### src/rtl/slw_pkg.sv
package slw_pkg;
    typedef enum logic [1:0] {
        ST_RUN   = 2'd0,
        ST_SLEEP = 2'd1,
        ST_WAIT  = 2'd2
    } slw_state_e;

    typedef struct packed {
        slw_state_e st;
        logic       restart;
        logic       pd;
        logic       to;
    } slw_ctl_s;
endpackage

### src/rtl/slw_wake_src.sv
module slw_wake_src #(
    parameter int NPIN = 12
) (
    input  logic            glob_en,
    input  logic [NPIN-1:0] pin_en,
    input  logic [NPIN-1:0] pin,
    output logic            wake
);
    logic [NPIN-1:0] hit;

    for (genvar i = 0; i < NPIN; i++) begin : g_pin
        assign hit[i] = pin_en[i] & ~pin[i];
    end

    assign wake = glob_en & (|hit);
endmodule

### src/rtl/slw_wdt.sv
module slw_wdt #(
    parameter int WDT_LIMIT = 64
) (
    input  logic clk,
    input  logic rst_n,
    input  logic run,
    input  logic clr,
    output logic tmo
);
    localparam int WW = $clog2(WDT_LIMIT + 1);

    logic [WW-1:0] cnt_d, cnt_q;

    assign tmo = run && !clr && (cnt_q == WW'(WDT_LIMIT - 1));

    always_comb begin
        cnt_d = cnt_q;
        if (clr)
            cnt_d = '0;
        else if (run)
            cnt_d = tmo ? '0 : cnt_q + 1'b1;
    end

    always_ff @(posedge clk or negedge rst_n) begin
        if (!rst_n) cnt_q <= '0;
        else        cnt_q <= cnt_d;
    end
endmodule

### src/rtl/slw_settle.sv
module slw_settle #(
    parameter int SETTLE_CYC = 40,
    parameter int TAIL_CYC   = 128
) (
    input  logic clk,
    input  logic rst_n,
    input  logic active,
    input  logic clr,
    output logic done
);
    localparam int TOTAL = SETTLE_CYC + TAIL_CYC;
    localparam int DW    = $clog2(TOTAL + 1);

    logic [DW-1:0] cnt_d, cnt_q;

    assign done = active && !clr && (cnt_q == DW'(TOTAL - 1));

    always_comb begin
        cnt_d = cnt_q;
        if (clr || !active)
            cnt_d = '0;
        else if (!done)
            cnt_d = cnt_q + 1'b1;
    end

    always_ff @(posedge clk or negedge rst_n) begin
        if (!rst_n) cnt_q <= '0;
        else        cnt_q <= cnt_d;
    end
endmodule

### src/rtl/sleep_wake_ctrl.sv
module sleep_wake_ctrl
    import slw_pkg::*;
#(
    parameter int NPIN       = 12,
    parameter int WDT_LIMIT  = 64,
    parameter int SETTLE_CYC = 40,
    parameter int TAIL_CYC   = 128
) (
    input  logic            clk,
    input  logic            rst_n,
    input  logic            sleep_req,
    input  logic            wdt_clr,
    input  logic            wdt_en,
    input  logic            ext_rst,
    input  logic            wk_glob_en,
    input  logic [NPIN-1:0] wk_pin_en,
    input  logic [NPIN-1:0] wk_pin,
    output logic            osc_en,
    output logic            core_run,
    output logic            core_rst,
    output logic            io_hold,
    output logic            pd_flag,
    output logic            to_flag
);
    slw_ctl_s c_d, c_q;
    logic     pin_wake, wdt_tmo, wdt_run, wdt_zero, settle_done;

    slw_wake_src #(.NPIN(NPIN)) u_src (
        .glob_en (wk_glob_en),
        .pin_en  (wk_pin_en),
        .pin     (wk_pin),
        .wake    (pin_wake)
    );

    assign wdt_run  = wdt_en && (c_q.st == ST_RUN || c_q.st == ST_SLEEP);
    assign wdt_zero = ext_rst || (c_q.st == ST_WAIT) ||
                      (c_q.st == ST_RUN && (wdt_clr || sleep_req));

    slw_wdt #(.WDT_LIMIT(WDT_LIMIT)) u_wdt (
        .clk   (clk),
        .rst_n (rst_n),
        .run   (wdt_run),
        .clr   (wdt_zero),
        .tmo   (wdt_tmo)
    );

    slw_settle #(.SETTLE_CYC(SETTLE_CYC), .TAIL_CYC(TAIL_CYC)) u_settle (
        .clk    (clk),
        .rst_n  (rst_n),
        .active (c_q.st == ST_WAIT),
        .clr    (ext_rst),
        .done   (settle_done)
    );

    always_comb begin
        c_d = c_q;
        if (ext_rst) begin
            c_d.st      = ST_WAIT;
            c_d.restart = 1'b1;
        end else if (wdt_tmo) begin
            c_d.st      = ST_WAIT;
            c_d.restart = 1'b1;
            c_d.to      = 1'b0;
        end else begin
            unique case (c_q.st)
                ST_RUN: begin
                    if (sleep_req) begin
                        c_d.st = ST_SLEEP;
                        c_d.pd = 1'b0;
                        c_d.to = 1'b1;
                    end
                end
                ST_SLEEP: begin
                    if (pin_wake) begin
                        c_d.st      = ST_WAIT;
                        c_d.restart = 1'b0;
                    end
                end
                ST_WAIT: begin
                    if (settle_done) begin
                        c_d.st      = ST_RUN;
                        c_d.restart = 1'b0;
                    end
                end
                default: c_d.st = ST_WAIT;
            endcase
        end
    end

    always_ff @(posedge clk or negedge rst_n) begin
        if (!rst_n) begin
            c_q.st      <= ST_WAIT;
            c_q.restart <= 1'b1;
            c_q.pd      <= 1'b1;
            c_q.to      <= 1'b1;
        end else begin
            c_q <= c_d;
        end
    end

    assign osc_en   = (c_q.st != ST_SLEEP);
    assign core_run = (c_q.st == ST_RUN);
    assign core_rst = (c_q.st == ST_WAIT) && c_q.restart;
    assign io_hold  = (c_q.st == ST_SLEEP);
    assign pd_flag  = c_q.pd;
    assign to_flag  = c_q.to;
endmodule

### config.mk
export PLATFORM = sky130hd
export DESIGN_NAME = sleep_wake_ctrl
export DESIGN_NICKNAME = d
export VERILOG_FILES = /design/src/rtl/slw_pkg.sv /design/src/rtl/slw_wake_src.sv /design/src/rtl/slw_wdt.sv /design/src/rtl/slw_settle.sv /design/src/rtl/sleep_wake_ctrl.sv
export SDC_FILE = /design/constraint.sdc
export NUM_CORES = 1
export LEC_CHECK = 0
export ABC_AREA = 1
export BUFFER_PORTS_ARGS = -buffer_cell sky130_fd_sc_hd__buf_2
export CORE_MARGIN = 4
export CORE_UTILIZATION = 49
export DETAILED_ROUTE_END_ITERATION = 6
export GPL_ROUTABILITY_DRIVEN = 1
export HOLD_SLACK_MARGIN = 0.15
export PLACE_DENSITY = 0.77
export SLEW_MARGIN = 5
export SYNTH_ARGS = -nofsm -noshare
export SYNTH_HDL_FRONTEND = slang
export SYNTH_SLANG_ARGS = --single-unit
### constraint.sdc
create_clock -name clk -period 1.47 [get_ports clk]
set_clock_uncertainty 0.1 [all_clocks]
set_input_delay 0.2205 -clock clk [delete_from_list [all_inputs] [get_ports clk]]
set_output_delay 0.2205 -clock clk [all_outputs]
set_load 0.005 [all_outputs]
-- Word level (Yosys, flattened, before mapping)
Index checks and enable logic that the tools add are counted.
- register bits after elaboration: 20
- bits in latches: 0
- bits in writable memories: 0
- memory bits (read-only): 0
- output and inout bits: 6
- memories kept: 0
- add/sub/neg operators: 2
- multipliers: 0
- div/mod/pow operators: 0
- $lt $le $gt $ge: 0
- equality and inequality tests: 9
- shift-type cells: 0
- mux-type cells: 15
- bitwise logic cells: 27
- reductions and logical operators: 25
- operators with widths (operator ; number):
    2-to-1 mux 7 bit ; 3
    2-to-1 mux 8 bit ; 2
    NOT 1 bit ; 14
    AND 1 bit ; 13
    2-to-1 mux 3 bit ; 4
    OR reduction 12 bit ; 1
    AND reduction 3 bit ; 3
    adder 8 x 1 -> 8 bit (second input constant) ; 1
    equality test 8 bit (second input constant) ; 1
    adder 7 x 1 -> 7 bit (second input constant) ; 1
    equality test 7 x 6 -> 1 bit (second input constant) ; 1
    logical AND 1 bit ; 7
    one-hot mux 2 bit (3 select lines) ; 1
    nonzero test 2 bit ; 3
    logical OR 1 bit ; 5
    != test 2 x 1 -> 1 bit (second input constant) ; 2
    != test 4 x 2 -> 1 bit (second input constant) ; 1
    != test 4 x 3 -> 1 bit (second input constant) ; 1
    != test 4 bit (second input constant) ; 1
    AND reduction 4 bit ; 1
    nonzero test 4 bit ; 1
    zero test 1 bit ; 3
    2-to-1 mux 1 bit ; 3
    equality test 2 x 1 -> 1 bit (second input constant) ; 1
    other kinds (4) ; 4

-- Depth between registers and ports, before layout
- depth after elaboration: 9
- gate-level depth with buffers: 10
- gate-level depth less buffers: 10

-- By module
A second synthesis with hierarchy kept.
- cell total of the unflattened synthesis: 192
- area total of the unflattened synthesis: 1266.2 µm²
- by module, submodules not included (module ; times used ; cells each ; area an instance (µm²) ; sequential area each (µm²)):
    slw_settle ; 1 ; 57 ; 440.4 ; 200.2
    slw_wdt ; 1 ; 60 ; 407.9 ; 175.2
    sleep_wake_ctrl ; 1 ; 40 ; 284.0 ; 130.1
    slw_wake_src ; 1 ; 35 ; 133.9 ; 0.0

-- Worst setup path before layout
Ideal clock, no wire load.
- kind: register -> register
- start point: register u_settle.cnt_q[0]
- end point: register c_q[2] (netlist bit)
- library setup time: 0.078 ns
- data arrival time: 1.172 ns
- required time: 1.292 ns
- path slack: 0.120 ns
- stages on the path, launching flop included: 9
- path through: dfrtp_1 ha_1 nand2_1 nor3_2 nor2_1 a21oi_1 nand2_1 nand2_1 nand2_1
- word-level cells in the longest chain between the ends: 4
- RTL lines (item ; line ; RTL):
    start, declared ; slw_settle.sv:14 ; logic [DW-1:0] cnt_d, cnt_q;
    start signal, assigned ; slw_settle.sv:28 ; else cnt_q <= cnt_d;
    equality test 8 bit ; slw_settle.sv:16 ; assign done = active && !clr && (cnt_q == DW'(TOTAL - 1));
    logical AND 1 bit ; slw_settle.sv:16 ;
    != test 4 bit (no line) ; n/a ;
    AND reduction 3 bit (no line) ; n/a ;
    end, declared ; sleep_wake_ctrl.sv:25 ; slw_ctl_s c_d, c_q;
No other way between the ends.
A chain may end at the register's enable or synchronous reset.

-- Worst setup path after layout
- start point: register c_q[4] (netlist bit)
- end point: register u_settle.cnt_q[0]
- word-level cells in the longest chain between the ends: 4
- RTL lines (item ; line ; RTL):
    equality test 2 bit * ; sleep_wake_ctrl.sv:50 ; .active (c_q.st == ST_WAIT),
    logical AND 1 bit or zero test 1 bit (tied branches) ; slw_settle.sv:16, slw_settle.sv:20 ;
    logical AND 1 bit or logical OR 1 bit (tied branches) ; slw_settle.sv:16, slw_settle.sv:20 ;
    != test 2 x 1 -> 1 bit (no line) or 2-to-1 mux 8 bit (tied branches) ; n/a ;
Mark *: on every way between the ends. The rest lies on a longest branch, timed or not.

==> results_dict.tcl <==
set metrics [dict create \
    die_y_um 56.5 \
    relSlewSlack_pct 71.4 \
    grt-ovfl-total 0 \
    antenna_found_initial 0 \
    area_growth_pct 30.6 \
    hp-class "input port to flop" \
    yosysWarnings 0 \
    die_area_um2 3190 \
    grt_pass1_vias 1106 \
    violations "negative setup slack" \
    hold_violations 0 \
    async_reset_ff_share_pct 100 \
    track_usage_pct 18.1 \
    drv_cap 0 \
    critPathMaxFanout 4 \
    num_vias 1116 \
    portBuffers 36 \
    yosysSeqAreaShare_pct 43.9 \
    clk_pin_slew_ns 0.11 \
    routedWlPerCell_um 11.7 \
    diodes 0 \
    ys_seq_elements 20 \
    critPathRequiredTime_ns 1.61 \
    setup_viol 9 \
    htreeDepth 1 \
    fin_crit_ns 1.53 \
    io_pins 37 \
    ant_nets 0 \
    tightestPinTransition_ns 0.429 \
    numCtsBuffers 3 \
    yosysMostFrequentCell "nand2_1" \
    root_buffer "clkbuf_4" \
    drtPass1Iterations 6 \
    grt_max_degree 21 \
    rows 17 \
    synth_cells 156 \
    worstSkewPairLatency_ns 0.32 \
    n_fill_cell 187 \
    initial_core_util_pct 51.6 \
    min_period_over_period_pct 104 \
    yosysTopAreaCellShare_pct 34.7 \
    cp.arrival_ns 1.68 \
    layout.cells.non_filler 233 \
    drive_gt1_share_pct 31.2 \
    endpoint_kind "flop" \
    critical_path_class "flop to flop" \
    dp_hpwl_um 2100 \
    power_leakage_nw 0.827 \
    vias_per_cell 4.79 \
    synth_common_cells "nand2_1, inv_1, dfrtp_1, nor2_1, nand3_1" \
    synth_top_area_cell "dfrtp_1" \
    drt-initial-drc-count 39 \
    start_kind "flop" \
    cts_max_path_buffers 2 \
    syn_area_um2 1150 \
    cts_tree "done" \
    synth_edf_count 0 \
    syn-num-nets 189 \
    drc_errors 0 \
    power.total_mw 1.13 \
    syn_area_per_cell_um2 7.39 \
    core_area_um2 2230 \
    drv_slew 0 \
    ir_drop_v 0.000801 \
    clock_sinks 20 \
    die_w_um 56.5 \
    post-place-cells 224 \
    fin_ws_ns -0.0620 \
    nNetsFinal 239 \
    synth_cell_types 25 \
    rsz0062_at_grt "true" \
    synth_ff_type "dfrtp_1" \
    wl_um 2730 \
    status "finished, violations left" \
    fmax_ghz 0.653 \
    power.density_nw_per_um2 754 \
    gp_congestion 0.777 \
    ys_top_cells_by_area "dfrtp_1, nand2_1, inv_1" \
    grt_pass1_wl_um 4530 \
]
==> critical path, cell delays in order, from the launching register on <==
cell	delay, ns
dfstp_2	0.59
nand2_2	0.10
inv_1	0.07
nand2_1	0.08
buf_4	0.16
inv_1	0.09
nand2_1	0.06
inv_1	0.07
nand2_1	0.07
o21ai_2	0.07
==> metal layers <==
metal	global-route usage, %	up-vias	part of all wire [%]
li1	-	576	-
met1	19.8	516	41
met2	33.0	20	54
met3	5.29	4	4.1
met4	5.76	0	1.2
met5	0	-	0
==> placed cells by master, fill, tap and decap left out, drive strengths merged <==
cell type	instances
a21oi	5
a22o	1
and2	1
buf	41
clkbuf	4
dfrtp	16
dfstp	4
dlygate4sd3	4
ha	2
inv	35
nand2	39
nand3	10
nand3b	1
nor2	19
nor3	4
nor3b	2
o21ai	8
o22ai	3
o31ai	1
xnor2	1
xor2	4
==> path summary, 6_finish.rpt <==
| path | to | startpoint | cells past startpoint | slack (ns) |
|---|---|---|---|---|
| setup / recovery | u_settle.cnt_q[0]$_DFFE_PN0P_ | c_q[4]$_DFFE_PN1P_ | 9 | -0.06 |
| hold / removal | c_q[3]$_DFFE_PN0P_ | ext_rst | 4 | 0.12 |
| setup reg to reg | u_settle.cnt_q[0]$_DFFE_PN0P_ | c_q[4]$_DFFE_PN1P_ | 9 | -0.06 |
| hold reg to reg | c_q[2]$_DFFE_PN1P_ | c_q[2]$_DFFE_PN1P_ | 2 | 0.37 |
| max in group asynchronous | c_q[2]$_DFFE_PN1P_ | rst_n | 2 | 0.68 |
| min in group asynchronous | u_settle.cnt_q[1]$_DFFE_PN0P_ | rst_n | 2 | 0.26 |
==> where the power goes <==
part	internal, mW	switching (mW)	leakage [nW]
registers	0.576	0.0162	0.264
clock network	0.106	0.178	0.0150
logic	0.111	0.147	0.548
total	0.793	0.341	0.827
==> logic make-up after synthesis <==
logic type	Yosys count	share of synthesized area, %
AOI/OAI and AO/OA	18	8.69
xor gates and xnor gates	5	3.80
adders and majority gates	2	2.17
buffers and inverters	35	11.4
DFF	20	43.9
and+or+nand+nor	76	30.1
==> stage by stage <==
step	hold slack [ns]	instance area [µm²]	setup TNS [ns]	util (%)	setup WS, ns
after global placement	0.0778	1400	0	62.6	0.0259
after CTS	0.164	1480	-0.0711	66.3	-0.0328
after detailed placement	0.0845	1400	-0.00610	62.6	-0.00289
after global routing	0.146	1510	-1.25	67.4	-0.119
final	0.118	1510	-0.245	67.4	-0.0620
after floorplan	-0.175	1150	0	-	0.120
==> final cells by class <==
| class | count | area [µm²] | area share, % |
|---|---|---|---|
| multi-input cells | 101 | 549 | 36.5 |
| inverters | 35 | 131 | 8.73 |
| clock buffers | 4 | 26.3 | 1.75 |
| well taps | 28 | 35.0 | 2.33 |
| repair buffers | 45 | 258 | 17.1 |
| flip-flops and latches | 20 | 505 | 33.6 |
==> sequential cells by signal, summed over array words and instances (netlist names) <==
signal,flops
pd_flag,1
c_q,3
u_wdt.cnt_q,7
u_settle.cnt_q,8
to_flag,1
==> repair_timing <==
item	4_1_cts	5_1_grt
hold buffers	4	0
pin swaps	3	3
endpoints found under the setup margin	9	16
buffers inserted	1	0
resized for setup	3	6
endpoints found under the hold margin	23	0
gates cloned	0	0
Power figures use the tool's default switching activity.
